## src/rtl/mcf_pkg.sv

```systemverilog
package mcf_pkg;

  typedef enum logic [2:0] {
    ST_FETCH   = 3'd0,
    ST_DECODE  = 3'd1,
    ST_R_EXEC  = 3'd2,
    ST_R_DONE  = 3'd3,
    ST_LD_ADDR = 3'd4,
    ST_LD_MEM  = 3'd5,
    ST_LD_DONE = 3'd6
  } step_t;

  localparam int SEL_W = 2;

  // operand B encodings
  localparam logic [SEL_W-1:0] B_REG     = 2'b00;
  localparam logic [SEL_W-1:0] B_FOUR    = 2'b01;
  localparam logic [SEL_W-1:0] B_IMM     = 2'b10;
  localparam logic [SEL_W-1:0] B_IMM_SHL = 2'b11;

  // ALU class encodings
  localparam logic [SEL_W-1:0] ALU_ADD   = 2'b00;
  localparam logic [SEL_W-1:0] ALU_FUNCT = 2'b10;

  // PC source encodings
  localparam logic [SEL_W-1:0] PCS_ALU   = 2'b01;

  typedef struct packed {
    logic             addr_sel_data;
    logic             mem_rd;
    logic             mem_wr;
    logic             ir_ld;
    logic             pc_ld;
    logic [SEL_W-1:0] pc_src;
    logic [SEL_W-1:0] alu_mode;
    logic             alu_a_sel;
    logic [SEL_W-1:0] alu_b_sel;
    logic             rf_we;
    logic             rf_wdata_sel;
    logic             rf_dst_sel;
  } ctl_word_t;

endpackage

```

## src/rtl/mcf_next_step.sv

```systemverilog
module mcf_next_step
  import mcf_pkg::*;
#(
  parameter int              OPC_W  = 6,
  parameter logic [OPC_W-1:0] R_OPC  = 6'b000000,
  parameter logic [OPC_W-1:0] LD_OPC = 6'b100011
) (
  input  step_t             cur,
  input  logic [OPC_W-1:0]  opcode,
  output step_t             nxt
);

  always_comb begin
    nxt = ST_FETCH;
    unique case (cur)
      ST_FETCH:   nxt = ST_DECODE;
      ST_DECODE: begin
        if (opcode == R_OPC)       nxt = ST_R_EXEC;
        else if (opcode == LD_OPC) nxt = ST_LD_ADDR;
        else                       nxt = ST_FETCH;
      end
      ST_R_EXEC:  nxt = ST_R_DONE;
      ST_R_DONE:  nxt = ST_FETCH;
      ST_LD_ADDR: nxt = ST_LD_MEM;
      ST_LD_MEM:  nxt = ST_LD_DONE;
      ST_LD_DONE: nxt = ST_FETCH;
      default:    nxt = ST_FETCH;
    endcase
  end

endmodule

```

## src/rtl/mcf_word_decode.sv

```systemverilog
module mcf_word_decode
  import mcf_pkg::*;
(
  input  step_t     cur,
  output ctl_word_t word
);

  always_comb begin
    word = '0;
    unique case (cur)
      ST_FETCH: begin
        word.mem_rd    = 1'b1;
        word.ir_ld     = 1'b1;
        word.pc_ld     = 1'b1;
        word.pc_src    = PCS_ALU;
        word.alu_mode  = ALU_ADD;
        word.alu_b_sel = B_FOUR;
      end
      ST_DECODE: begin
        word.alu_mode  = ALU_ADD;
        word.alu_b_sel = B_IMM_SHL;
      end
      ST_R_EXEC: begin
        word.alu_a_sel = 1'b1;
        word.alu_b_sel = B_REG;
        word.alu_mode  = ALU_FUNCT;
      end
      ST_R_DONE: begin
        word.rf_we      = 1'b1;
        word.rf_dst_sel = 1'b1;
      end
      ST_LD_ADDR: begin
        word.alu_a_sel = 1'b1;
        word.alu_b_sel = B_IMM;
        word.alu_mode  = ALU_ADD;
      end
      ST_LD_MEM: begin
        word.addr_sel_data = 1'b1;
        word.mem_rd        = 1'b1;
      end
      ST_LD_DONE: begin
        word.rf_we        = 1'b1;
        word.rf_wdata_sel = 1'b1;
      end
      default: word = '0;
    endcase
  end

endmodule

```

## src/rtl/mc_ctl_fsm.sv

```systemverilog
module mc_ctl_fsm
  import mcf_pkg::*;
#(
  parameter int               OPC_W  = 6,
  parameter logic [OPC_W-1:0] R_OPC  = 6'b000000,
  parameter logic [OPC_W-1:0] LD_OPC = 6'b100011
) (
  input  logic             clk,
  input  logic             rst,
  input  logic [OPC_W-1:0] opcode,
  output logic             addr_sel_data,
  output logic             mem_rd,
  output logic             mem_wr,
  output logic             ir_ld,
  output logic             pc_ld,
  output logic [1:0]       pc_src,
  output logic [1:0]       alu_mode,
  output logic             alu_a_sel,
  output logic [1:0]       alu_b_sel,
  output logic             rf_we,
  output logic             rf_wdata_sel,
  output logic             rf_dst_sel
);

  step_t     cur_q;
  step_t     nxt;
  ctl_word_t word;

  mcf_next_step #(
    .OPC_W  (OPC_W),
    .R_OPC  (R_OPC),
    .LD_OPC (LD_OPC)
  ) u_next (
    .cur    (cur_q),
    .opcode (opcode),
    .nxt    (nxt)
  );

  always_ff @(posedge clk) begin
    if (rst) cur_q <= ST_FETCH;
    else     cur_q <= nxt;
  end

  mcf_word_decode u_word (
    .cur  (cur_q),
    .word (word)
  );

  assign addr_sel_data = word.addr_sel_data;
  assign mem_rd        = word.mem_rd;
  assign mem_wr        = word.mem_wr;
  assign ir_ld         = word.ir_ld;
  assign pc_ld         = word.pc_ld;
  assign pc_src        = word.pc_src;
  assign alu_mode      = word.alu_mode;
  assign alu_a_sel     = word.alu_a_sel;
  assign alu_b_sel     = word.alu_b_sel;
  assign rf_we         = word.rf_we;
  assign rf_wdata_sel  = word.rf_wdata_sel;
  assign rf_dst_sel    = word.rf_dst_sel;

endmodule

```

## config.mk

```make
export PLATFORM = sky130hd
export DESIGN_NAME = mc_ctl_fsm
export DESIGN_NICKNAME = d
export VERILOG_FILES = /design/src/rtl/mcf_pkg.sv /design/src/rtl/mcf_next_step.sv /design/src/rtl/mcf_word_decode.sv /design/src/rtl/mc_ctl_fsm.sv
export SDC_FILE = /design/constraint.sdc
export NUM_CORES = 1
export LEC_CHECK = 0
export BUFFER_PORTS_ARGS = -buffer_cell sky130_fd_sc_hd__buf_2
export CAP_MARGIN = 20
export CORE_AREA = 2 2 39 41
export DETAILED_ROUTE_END_ITERATION = 8
export DIE_AREA = 0 0 41 43
export PLACE_DENSITY = 0.52
export SETUP_SLACK_MARGIN = 0.2
export SKIP_LAST_GASP = 1
export SYNTH_ARGS = -nofsm -noshare
export SYNTH_HDL_FRONTEND = slang
export SYNTH_SLANG_ARGS = --single-unit
export TNS_END_PERCENT = 50
```

## constraint.sdc

```tcl
create_clock -name clk -period 0.9 [get_ports clk]
set_input_delay 0.09 -clock clk [delete_from_list [all_inputs] [get_ports clk]]
set_output_delay 0.09 -clock clk [all_outputs]
set_load 0.01 [all_outputs]
```

Word level (Yosys, flattened, before mapping)
Index checks and enable logic that the tools add are counted.

Output and inout bits: 15. Register bits after elaboration: 3. Logic and storage cells: 25.

Mux-type cells: 12. Reduce and logical (&&, ||, !) cells: 5. Equality and inequality tests: 7.

Operators by type and width (count): $pmux W3 S5 (1); $eq A3 B3 Y1 const B (3); $eq A3 B2 Y1 const B (2); $eq A6 B6 Y1 const B (1); $logic_not A6 Y1 (1); $mux W1 (6); $mux W3 (2); $pmux W2 S3 (1); $reduce_or A2 Y1 (3); $mux W4 (1); $eq A3 B1 Y1 const B (1); $logic_not A3 Y1 (1); $mux W2 (1).

Logic depth before layout (Yosys ltp)
Word-level depth: 4. Depth in mapped cells: 4. Depth with buffers taken out: 3.

Modules after synthesis
A second synthesis with hierarchy kept.

Cells, all modules: 38. Area, all modules: 291.5 µm².

Modules (own cells, without submodules): mcf_word_decode (sequential area each 0.0 µm², area each 140.1 µm², instances 1, cells each 22); mc_ctl_fsm (sequential area each 60.1 µm², area each 78.8 µm², instances 1, cells each 6); mcf_next_step (sequential area each 0.0 µm², area each 72.6 µm², instances 1, cells each 10).

Worst setup path before layout
Ideal clock, no wire load.

Path type: register to output. Start: reg cur_q[1]. End: out pc_ld. Slack: -0.248 ns. Path buffers: 2. Arrival time: 1.058 ns. Cell stages (with the launch flop): 4. Cell sequence: dfxtp_1 -> buf_4 -> nor3_1 -> buf_4.

Cells in the longest elaborated chain, start to end: 2.

RTL lines: from (decl) (RTL line mc_ctl_fsm.sv:25) `step_t cur_q;`; from (signal assigned) (RTL line mc_ctl_fsm.sv:41) `else cur_q <= nxt;`; $logic_not A3 Y1 (RTL line mcf_word_decode.sv:10) `unique case (cur)`; $mux W4 (RTL line mcf_word_decode.sv:10); to (decl) (RTL line mc_ctl_fsm.sv:15) `output logic pc_ld,`.

No other way between the ends.

Worst setup path after layout
Start: reg cur_q[2]. End: out rf_we.

Cells in the longest elaborated chain, start to end: 3.

RTL lines: $eq A3 B2 Y1 or $eq A3 B3 Y1 (tied branches) (RTL line mcf_word_decode.sv:10); $reduce_or A2 Y1 (no line) (*); $mux W1 (*) (RTL line mcf_word_decode.sv:10); to (decl) (RTL line mc_ctl_fsm.sv:20) `output logic rf_we,`.

Every way passes the cells marked *; elsewhere a longest branch is shown, timed or not.

==> flow_metrics.py <==
metrics = {
    "final_layout": {
        "top_register": "cur_q",
        "fin_cells": 76,
        "top_regs": "cur_q: 3 flops",
        "n_antenna_cell": 0,
        "fillers": 154,
        "drive_above_1_share_pct": 68.3,
        "area_growth_pct": 68.4,
        "seq_area_um2": 71.3,
        "multiInputGateArea_um2": 193,
        "largest_register_ffs": 3,
        "fin_nets": 69,
    },
    "worst_setup_path": {
        "crit_arrival_ns": 1.14,
        "cp_max_fo": 7,
        "rr_worst_depth": 5,
        "worst-r2r-setup-slack_ns": -0.26,
        "cp.depth": 3,
        "startpoint": "cur_q[2]$_SDFF_PP0_",
        "r2r-end": "cur_q[1]$_SDFF_PP0_",
        "crit_family": "simple AND/OR/NAND/NOR gates",
        "cp-end-kind": "output port",
        "cp_data_required_time_ns": 0.81,
        "cp_cell_sequence": "and3b_2 -> or2_1 -> buf_2",
        "crit_path_end": "rf_we",
        "slowest_delay_ns": 0.37,
        "path_buf_inv": 1,
        "cp-start-kind": "register",
        "crit_type": "reg -> out",
        "cpMaxStageDelayCell": "dfxtp_4",
        "r2r-start": "cur_q[0]$_SDFF_PP0_",
    },
    "clocking": {
        "cts.sinks": 3,
        "ctsLongestPathBuffers": 2,
        "clock-root-buffer": "clkbuf_4",
        "cts-hold-fix-buffers": 0,
        "numCtsBuffers": 3,
        "clk_latency_ns": 0.23,
        "clkSlewWorstSetupHoldPaths_ns": 0.03,
        "tritoncts": "done",
        "h-tree-depth": 1,
    },
    "die": {
        "die_w_um": 41,
        "die_h_um": 43,
        "io_pins": 23,
        "rows": 14,
        "fp.dieArea_um2": 1760,
        "start_util_pct": 20.9,
        "core_area_um2": 1380,
    },
    "logic_synthesis": {
        "synth_top_family_by_area": "simple AND/OR/NAND/NOR gates",
        "yosys_register_bits": 3,
        "synth_xor_area_share_pct": 6.06,
        "synth.distinct_cells": 18,
        "synth_top_area_cell": "dfxtp_1",
        "synth_top_area_share_pct": 20.8,
        "synth_area_leaders": "dfxtp_1, buf_4, nor4b_4",
        "avgSynthCellArea_um2": 8.50,
        "yosys-mux-area-fraction_pct": 0,
        "synth_area_um2": 289,
        "synth-compound-area-share_pct": 12.6,
        "yosys.area_share.simple_pct": 35.9,
        "yosys_warnings": 0,
        "yosys.area_share.adder_pct": 0,
        "seq_area_frac_synth_pct": 20.8,
        "syn_inst": 34,
    },
    "grt": {
        "first_global_vias": 288,
        "grt_max_degree": 8,
        "grt-busiest-layer": "met2",
        "grtUsageMet3_pct": 6.28,
        "antenna_found_initial": 0,
        "grt_use_total_pct": 9.93,
        "grt_use_met1_pct": 9.29,
        "grt_pass1_wl_um": 1150,
        "met2_usage_pct": 16.3,
        "grt_overflow_total": 0,
    },
    "sta": {
        "max_freq_mhz": 812,
        "timing.final.crit_share_pct": 137,
        "finalHoldViolCount": 0,
        "hold_ws_ns": 0.0540,
        "min_period_ns": 1.23,
        "drv_slew": 0,
        "rsz0062_at_grt": "true",
        "setup_ws_ns": -0.332,
        "setup_viol": 14,
        "skew_ns": 0.00108,
    },
    "routing": {
        "wl_per_cell_um": 9.05,
        "antenna_left": 0,
        "via_per_inst": 3.89,
        "drt_wl_total_um": 688,
        "vias": 296,
        "drc": 0,
        "firstDrtPassIters": 3,
        "drt_iter0_drc": 4,
    },
    "power_and_ir_drop": {
        "power_density_nw_per_um2": 987,
        "peakVddDrop_mv": 0.572,
        "power.static_leakage_nw": 0.257,
        "power_w": 0.000480,
    },
    "run_status": {
        "status": "finished with violations",
        "violations": "negative setup slack",
    },
    "placement": {
        "port_buffers": 19,
        "dp_cells": 70,
        "gp_congestion": 0.678,
        "hpwl_um": 530,
    },
    "run": {
        "cap_violations": 0,
    },
    "worst_hold_path": {
        "hold_class": "in -> reg",
    },
}
==> cells by family (layout without fill, tap and decap cells) <==
family / count (synthesis) / after routing
flip-flops: 3 / 3
XOR/XNOR: 2 / 2
AO/OA/AOI/OAI: 4 / 4
AND/OR/NAND/NOR: 16 / 16
other: 1 / 3
buffers and inverters: 8 / 32
==> cells in the final DEF, fill, tap and decap left out <==
master,Yosys,routed
o21bai_1,1,1
nor3_4,0,1
clkbuf_1,0,1
nor2b_4,0,1
buf_4,6,7
nand2_1,3,3
buf_2,0,18
xnor2_1,2,2
and3b_2,2,2
nand3_1,1,1
o41ai_2,1,1
a211oi_1,1,1
o21ai_1,0,1
clkbuf_4,0,3
buf_6,2,3
conb_1,1,3
dfxtp_4,0,3
nor3b_2,0,1
or2_1,1,1
nor2_1,5,5
nor4b_4,1,1
==> synth_stat cells (all sizes together) <==
| library cell | n |
|---|---|
| and3b | 2 |
| nor3 | 1 |
| nand3 | 1 |
| a211oi | 1 |
| nor3b | 1 |
| dfxtp | 3 |
| o41ai | 1 |
| or2 | 1 |
| nor2b | 1 |
| nor2 | 5 |
| o21bai | 1 |
| conb | 1 |
| nor4b | 1 |
| nand2 | 3 |
| buf | 8 |
| o21ai | 1 |
| xnor2 | 2 |
==> what timing repair did <==
item	in CTS	in global routing
endpoints found under the setup margin	15	15
resized for setup	8	2
buffers inserted	2	0
pin swaps	0	3
==> worst min path at each step <==
stage | to | from | cells past startpoint
after floorplan | cur_q[0]$_SDFF_PP0_ | rst | 1
after global placement | cur_q[0]$_SDFF_PP0_ | rst | 2
after detailed placement | cur_q[0]$_SDFF_PP0_ | rst | 2
after CTS | cur_q[0]$_SDFF_PP0_ | rst | 2
after global routing | cur_q[1]$_SDFF_PP0_ | opcode[5] | 2
final | cur_q[1]$_SDFF_PP0_ | opcode[5] | 2
==> report_power, final <==
group,switching (W),internal [W],leakage (nW)
registers,0.00000789,0.000131,0.0266
logic,0.0000479,0.0000575,0.216
clock network,0.0000696,0.000166,0.0150
total,0.000125,0.000355,0.257
==> per-layer routing <==
metal | vias up | wire length (um)
li1 | 156 | -
met4 | 0 | 0
met5 | - | 0
met2 | 16 | 341
met3 | 0 | 71
met1 | 124 | 275
==> area by class of cell <==
class	count	share of cell area, %
multi-input cells	25	39.6
flip-flops and latches	3	14.7
repair buffers	28	36.2
clock buffers	4	5.40
well taps	16	4.11
==> metrics by stage <==
step / setup TNS (ns) / area (um^2) / util, % / setup slack (ns)
5_1_grt: -4.09 / 487 / 35.2 / -0.395
4_1_cts: -3.25 / 480 / 34.7 / -0.347
3_3_place_gp: -0.881 / 415 / 30.0 / -0.184
2_1_floorplan: -0.353 / 319 / - / -0.0899
3_5_place_dp: -1.19 / 415 / 30.0 / -0.236
6_report: -3.02 / 487 / 35.2 / -0.332
==> worst register-to-register path: cells and delay by family (launching register included) <==
family	cells	cell delay, ns
flops	1	0.38
simple gates	2	0.28
buf+inv	2	0.22
compound gates	1	0.19
(Power assumes the default switching activity.)
